## src/rtl/fpcmp_pkg.sv

```systemverilog
package fpcmp_pkg;

    localparam int CODE_W     = 11;
    localparam int FIELD_W    = 4;
    localparam int NUM_FIELDS = 8;
    localparam int CR_W       = FIELD_W * NUM_FIELDS;
    localparam int IDX_W      = $clog2(NUM_FIELDS);
    localparam int WORD_W     = 64;
    localparam int NUM_LANES  = 2;
    localparam int LANE_W     = WORD_W / NUM_LANES;
    localparam int SGL_EXP    = 8;
    localparam int SGL_FRAC   = 23;
    localparam int DBL_EXP    = 11;
    localparam int DBL_FRAC   = 52;
    localparam int GRP_W      = CODE_W - 4;

    localparam logic [GRP_W-1:0] GRP_SGL  = 7'h2C;
    localparam logic [GRP_W-1:0] GRP_DBL  = 7'h2E;
    localparam logic [GRP_W-1:0] GRP_PAIR = 7'h28;

    typedef enum logic [1:0] {
        PREC_SGL  = 2'd0,
        PREC_DBL  = 2'd1,
        PREC_PAIR = 2'd2,
        PREC_RSV  = 2'd3
    } prec_e;

    typedef enum logic [1:0] {
        REL_NONE = 2'd0,
        REL_GT   = 2'd1,
        REL_LT   = 2'd2,
        REL_EQ   = 2'd3
    } rel_e;

    typedef struct packed {
        logic gt;
        logic lt;
        logic eq;
        logic unord;
        logic snan;
    } lane_res_t;

    typedef struct packed {
        logic  legal;
        prec_e prec;
        rel_e  rel;
    } dec_t;

    function automatic logic lane_hit(lane_res_t r, rel_e rel);
        logic h;
        case (rel)
            REL_GT:  h = r.gt;
            REL_LT:  h = r.lt;
            REL_EQ:  h = r.eq;
            default: h = 1'b0;
        endcase
        return h;
    endfunction

    function automatic logic lane_invalid(lane_res_t r);
        return r.unord & r.snan;
    endfunction

endpackage

```

## src/rtl/fpcmp_decode.sv

```systemverilog
module fpcmp_decode
    import fpcmp_pkg::*;
(
    input  logic [CODE_W-1:0] func_code,
    input  logic [1:0]        prec_sel,
    output dec_t              dec
);
    logic [GRP_W-1:0] grp;
    logic [GRP_W-1:0] want_grp;
    logic             grp_ok;
    rel_e             rel;
    prec_e            prec;

    assign grp  = func_code[CODE_W-1:4];
    assign prec = prec_e'(prec_sel);

    always_comb begin
        case (func_code[3:0])
            4'hC:    rel = REL_GT;
            4'hD:    rel = REL_LT;
            4'hE:    rel = REL_EQ;
            default: rel = REL_NONE;
        endcase
    end

    always_comb begin
        grp_ok   = 1'b1;
        want_grp = GRP_SGL;
        case (prec)
            PREC_SGL:  want_grp = GRP_SGL;
            PREC_DBL:  want_grp = GRP_DBL;
            PREC_PAIR: want_grp = GRP_PAIR;
            default:   grp_ok   = 1'b0;
        endcase
    end

    assign dec.legal = grp_ok && (grp == want_grp) && (rel != REL_NONE);
    assign dec.prec  = prec;
    assign dec.rel   = rel;

endmodule

```

## src/rtl/fpcmp_lane.sv

```systemverilog
module fpcmp_lane
    import fpcmp_pkg::*;
#(
    parameter int EXP_W  = 8,
    parameter int FRAC_W = 23
) (
    input  logic [EXP_W+FRAC_W:0] a,
    input  logic [EXP_W+FRAC_W:0] b,
    output lane_res_t             res
);
    localparam int W = 1 + EXP_W + FRAC_W;

    logic              a_sign, b_sign;
    logic [EXP_W-1:0]  a_exp, b_exp;
    logic [FRAC_W-1:0] a_frac, b_frac;
    logic [W-2:0]      a_mag, b_mag;
    logic              a_nan, b_nan, a_snan, b_snan;
    logic              both_zero, unord;
    logic              raw_eq, raw_lt;

    assign a_sign = a[W-1];
    assign b_sign = b[W-1];
    assign a_exp  = a[W-2:FRAC_W];
    assign b_exp  = b[W-2:FRAC_W];
    assign a_frac = a[FRAC_W-1:0];
    assign b_frac = b[FRAC_W-1:0];
    assign a_mag  = a[W-2:0];
    assign b_mag  = b[W-2:0];

    assign a_nan  = (&a_exp) && (|a_frac);
    assign b_nan  = (&b_exp) && (|b_frac);
    assign a_snan = a_nan && !a_frac[FRAC_W-1];
    assign b_snan = b_nan && !b_frac[FRAC_W-1];
    assign unord  = a_nan || b_nan;

    assign both_zero = (a_mag == '0) && (b_mag == '0);
    assign raw_eq    = both_zero || (a == b);

    always_comb begin
        if (both_zero)
            raw_lt = 1'b0;
        else if (a_sign != b_sign)
            raw_lt = a_sign;
        else if (!a_sign)
            raw_lt = a_mag < b_mag;
        else
            raw_lt = a_mag > b_mag;
    end

    assign res.eq    = raw_eq && !unord;
    assign res.lt    = raw_lt && !unord;
    assign res.gt    = !raw_eq && !raw_lt && !unord;
    assign res.unord = unord;
    assign res.snan  = a_snan || b_snan;

endmodule

```

## src/rtl/fpcmp_field_ins.sv

```systemverilog
module fpcmp_field_ins
    import fpcmp_pkg::*;
(
    input  logic [CR_W-1:0]    cr_in,
    input  logic [IDX_W-1:0]   idx,
    input  logic [FIELD_W-1:0] nib,
    input  logic               wr_en,
    output logic [CR_W-1:0]    cr_out
);
    for (genvar f = 0; f < NUM_FIELDS; f++) begin : g_field
        localparam int POS = (NUM_FIELDS - 1 - f) * FIELD_W;
        assign cr_out[POS +: FIELD_W] =
            (wr_en && (idx == IDX_W'(f))) ? nib : cr_in[POS +: FIELD_W];
    end

endmodule

```

## src/rtl/fpcmp_crf.sv

```systemverilog
module fpcmp_crf
    import fpcmp_pkg::*;
(
    input  logic              clk,
    input  logic              rst,
    input  logic              in_valid,
    input  logic [10:0]       func_code,
    input  logic [1:0]        prec_sel,
    input  logic [2:0]        dest_field,
    input  logic [63:0]       op_a,
    input  logic [63:0]       op_b,
    input  logic [31:0]       cr_in,
    output logic [31:0]       cr_out,
    output logic              invalid_out,
    output logic              done
);
    dec_t                dec;
    lane_res_t           res_d;
    lane_res_t           res_s [NUM_LANES];
    logic                hit_d, hit_lo, hit_hi;
    logic [FIELD_W-1:0]  nib;
    logic                inv_raw;
    logic [CR_W-1:0]     cr_next;
    logic [CR_W-1:0]     cr_q;
    logic                inv_q, done_q;

    fpcmp_decode u_dec (
        .func_code (func_code),
        .prec_sel  (prec_sel),
        .dec       (dec)
    );

    fpcmp_lane #(.EXP_W(DBL_EXP), .FRAC_W(DBL_FRAC)) u_dbl (
        .a   (op_a),
        .b   (op_b),
        .res (res_d)
    );

    for (genvar ln = 0; ln < NUM_LANES; ln++) begin : g_sgl
        fpcmp_lane #(.EXP_W(SGL_EXP), .FRAC_W(SGL_FRAC)) u_sgl (
            .a   (op_a[ln*LANE_W +: LANE_W]),
            .b   (op_b[ln*LANE_W +: LANE_W]),
            .res (res_s[ln])
        );
    end

    assign hit_d  = lane_hit(res_d, dec.rel);
    assign hit_lo = lane_hit(res_s[0], dec.rel);
    assign hit_hi = lane_hit(res_s[1], dec.rel);

    always_comb begin
        nib     = '0;
        inv_raw = 1'b0;
        case (dec.prec)
            PREC_SGL: begin
                nib     = {1'b0, hit_lo, 2'b00};
                inv_raw = lane_invalid(res_s[0]);
            end
            PREC_DBL: begin
                nib     = {1'b0, hit_d, 2'b00};
                inv_raw = lane_invalid(res_d);
            end
            PREC_PAIR: begin
                nib     = {hit_hi, hit_lo, hit_hi | hit_lo, hit_hi & hit_lo};
                inv_raw = lane_invalid(res_s[0]) | lane_invalid(res_s[1]);
            end
            default: begin
                nib     = '0;
                inv_raw = 1'b0;
            end
        endcase
    end

    fpcmp_field_ins u_ins (
        .cr_in  (cr_in),
        .idx    (dest_field),
        .nib    (nib),
        .wr_en  (dec.legal),
        .cr_out (cr_next)
    );

    always_ff @(posedge clk) begin
        if (rst) begin
            cr_q   <= '0;
            inv_q  <= 1'b0;
            done_q <= 1'b0;
        end else begin
            done_q <= in_valid;
            inv_q  <= in_valid && dec.legal && inv_raw;
            if (in_valid)
                cr_q <= cr_next;
        end
    end

    assign cr_out      = cr_q;
    assign invalid_out = inv_q;
    assign done        = done_q;

endmodule

```

## config.mk

```make
export PLATFORM = sky130hd
export DESIGN_NAME = fpcmp_crf
export DESIGN_NICKNAME = d
export VERILOG_FILES = /design/src/rtl/fpcmp_pkg.sv /design/src/rtl/fpcmp_decode.sv /design/src/rtl/fpcmp_lane.sv /design/src/rtl/fpcmp_field_ins.sv /design/src/rtl/fpcmp_crf.sv
export SDC_FILE = /design/constraint.sdc
export NUM_CORES = 1
export LEC_CHECK = 0
export BUFFER_PORTS_ARGS = -buffer_cell sky130_fd_sc_hd__buf_2
export CORE_MARGIN = 4
export CORE_UTILIZATION = 40
export CTS_CLUSTER_DIAMETER = 100
export CTS_CLUSTER_SIZE = 28
export DETAILED_ROUTE_END_ITERATION = 6
export PLACE_DENSITY_LB_ADDON = 0.3
export REMOVE_ABC_BUFFERS = 1
export SLEW_MARGIN = 20
export SYNTH_ARGS = -nofsm -noshare
export SYNTH_HDL_FRONTEND = slang
export SYNTH_SLANG_ARGS = --single-unit
```

## constraint.sdc

```tcl
create_clock -name clk -period 8.7 [get_ports clk]
set_input_delay 1.305 -clock clk [delete_from_list [all_inputs] [get_ports clk]]
set_output_delay 1.305 -clock clk [all_outputs]
set_load 0.01 [all_outputs]
```

==> flow_metrics.env <==
export IMPL_grt_antenna_before_repair=0
export IMPL_antenna_cells_inserted=0
export IMPL_utilization_of_the_core_after_routing_pct=54.64
export IMPL_synth_top_cells_by_area="ha_1 20%, dfxtp_1 17%, inv_1 7.1%, nor4_1 5.1%, nand4_1 4.6%"
export IMPL_final_period_minus_worst_setup_slack_ns=3.920
export IMPL_post_synth_cell_types=55
export IMPL_crit_path_start_kind="primary input"
export IMPL_dr_total_vias=5088
export IMPL_arrival_time_worst_endpoint_ns=4.07
export IMPL_unrepaired_setup_endpoints_after_global_routing="false"
export IMPL_async_reset_ff_share_pct=0
export IMPL_report_final_setup_viol=0
export IMPL_grt_max_degree=67
export IMPL_ioPinCount=213
export IMPL_synth_most_common_cell="inv_1"
export IMPL_met2_wirelength_mm=6.958
export IMPL_first_global_vias=4818
export IMPL_drt_wl_total_mm=14.21
export IMPL_final_setup_skew_ns=0
export IMPL_detail_route_iter0_violations=317
export IMPL_path_max_fanout=10
export IMPL_synth_cell_area_um2=4075
export IMPL_yosys_warnings=0
export IMPL_clk_pin_slew_ns=0.08
export IMPL_run_status="finished, final reports clean"
export IMPL_synth_top_area_share_pct=19.65
export IMPL_setup_worst_path_end_class="register"
export IMPL_reg2regPathDepth=3
export IMPL_floorplan_die_height_um=108.9
export IMPL_worstMarginPinSlew_ns=1.061
export IMPL_hold_path_cell_count=2
export IMPL_grt_first_pass_wirelength_mm=21.71
export IMPL_clock_sinks=34
export IMPL_layout_drive_gt1_share_pct=30.24
export IMPL_worst_r2r_endpoint="cr_out[18]"
export IMPL_slew_viol_final=0
export IMPL_synth_seq_area_share_pct=16.70
export IMPL_die_area_um2=11870
export IMPL_ys_seq_elements=34
export IMPL_cts_repair_resize_count=0
export IMPL_placement_io_buffers=212
export IMPL_cts_buffer_count=5
export IMPL_final_min_period_over_clock_period_pct=45.06
export IMPL_ys_flop_type="dfxtp_1"
export IMPL_fp_dieW_um=108.9
export IMPL_highest_layer="met4"
export IMPL_ir_worst_vdd_mv=0.05930
export IMPL_finalHoldViolations=0
export IMPL_synth_top_cell_by_area="ha_1"
export IMPL_synthCells=557
export IMPL_routed_wire_length_per_instance_um=15.84
export IMPL_postCtsHoldBufs=0
export IMPL_slew_limit_headroom_pct=29.29
export IMPL_initial_utilization_pct=41.31
export IMPL_path_class="primary input to register"
export IMPL_met1_length_mm=5.884
export IMPL_antenna_left=0
export IMPL_fp_row_count=36
export IMPL_num_nets_final=1006
export IMPL_gp_congestion=0.9388
export IMPL_cts_path_max_buffers=2
export IMPL_tns_ns=0
export IMPL_design_core_area_um2=9864
export IMPL_cts_root_buf="clkbuf_8"
export IMPL_htree_num_levels=2
export IMPL_worst_hold_startpoint="cr_out[31]"
export IMPL_crit_reg2reg_launch="cr_out[18]"
export IMPL_syn_area_per_cell_um2=7.316
export IMPL_timing_hold_worst_class="register to register"
export IMPL_worst_ep_required_time_ns=8.85
export IMPL_cts_repair_timing_setup_buffer_count=0
export IMPL_wl_met3_mm=1.118
export IMPL_worst_skew_pair_late_latency_ns=0.29
export IMPL_cellLeakagePower_nw=2.817
export IMPL_achievable_frequency_mhz=255.1
export IMPL_post_synth_most_frequent_cells="77 x inv_1, 64 x ha_1, 42 x nor2_1"
export IMPL_r2r_setup_slack_ns=7.74
export IMPL_routed_via_density=5.672
export IMPL_remaining_drc_errors=0
export IMPL_tritoncts="done"
export IMPL_grt_util_all_layers_pct=22.45
export IMPL_firstDrtPassIters=5
export IMPL_remaining_overflow_grt=0
export IMPL_cap_violations=0
export IMPL_relative_area_change_from_synthesis_to_final_layout_pct=32.27
export IMPL_timing_hold_worst_endpoint="cr_out[31]"
export IMPL_number_of_enable_flip_flop_cells_after_synthesis=0
export IMPL_hpwlAfterDp_mm=12.05
export IMPL_power_density_cells_nw_per_um2=99.53
[worst max-delay path by stage]
stage	from	depth (start not counted)	endpoint	slack, ns
floorplan	op_b[60]	10	cr_out[5]	4.99
global placement	op_b[58]	12	cr_out[21]	4.59
global route	op_b[56]	12	cr_out[25]	4.53
finish	op_b[56]	11	cr_out[4]	4.78
CTS	op_b[56]	11	cr_out[25]	4.82
detailed placement	op_b[56]	11	cr_out[9]	4.50
[cell families after synthesis]
kind of cell	Yosys count	synth area share (%)
mux	2	0.4913
buf+inv	90	8.320
fa+ha+maj	64	19.65
compound gates	145	24.66
xor+xnor	2	0.4299
flops	34	16.70
simple gates	220	29.75
[stage by stage]
| stage | setup WS (ns) | std cells | hold slack, ns | instance area (um^2) | power, mW |
|---|---|---|---|---|---|
| global placement | 4.585 | 889 | 0.4581 | 5253 | 0.3537 |
| finish | 4.780 | 897 | 0.4740 | 5390 | 0.5365 |
| floorplan | 4.994 | 544 | 0.4936 | 4025 | 0.2677 |
| detailed placement | 4.503 | 889 | 0.4682 | 5253 | 0.3611 |
| global route | 4.527 | 897 | 0.5086 | 5390 | 0.5719 |
| CTS | 4.823 | 897 | 0.4780 | 5390 | 0.5381 |
[critical path, stage by stage]
cell and delay (ns):
buf_2 0.10, inv_1 0.05, ha_1 0.28, nand4_1 0.19
or4_1 0.57, o211ai_2 0.26, o21ba_2 0.21, a211oi_2 0.04
o211ai_2 0.61, nand3b_4 0.34, o22ai_1 0.11
[layer usage]
| metal | up-vias | GRT usage, % |
|---|---|---|
| met5 | - | 0 |
| met3 | 29 | 2.783 |
| met4 | 0 | 4.599 |
| met2 | 225 | 40.75 |
| met1 | 2316 | 28.32 |
| li1 | 2518 | - |
[layout by cell type, fill, tap and decap left out, types with 4 or more instances in the layout]
cell type and count:
nand4_1 30, a21o_1 8, nor2_1 42, a311o_1 8, nor4_1 33, nand2b_1 5, nor2b_1 17, a21oi_1 31
inv_1 77, nand3_1 13, nand2_1 32, o211a_1 9, dfxtp_1 34, nor3_1 21, o21ai_0 18, nand4b_1 4
o22ai_1 21, buf_2 212, nand3b_1 5, a31oi_1 24, and3_1 4, clkbuf_8 5, ha_1 64
[power by group]
group | switching, mW | internal [mW]
registers | 0.00486 | 0.165
logic | 0.102 | 0.0875
clock network | 0.0620 | 0.115
total | 0.169 | 0.367
[cell type report]
cell class	instances	area, um^2
Sequential cell	34	680.7
Tap cell	133	166.4
Timing Repair Buffer	212	1061
Clock buffer	5	68.82
Clock inverter	3	68.82
Inverter	77	289.0
Fill cell	983	4474
Multi-Input combinational cell	433	3055
[state kept, by name, indices dropped and copies added, names as in the netlist]
name         flops
invalid_out      1
cr_out          32
done             1
(Power assumes the default switching activity.)
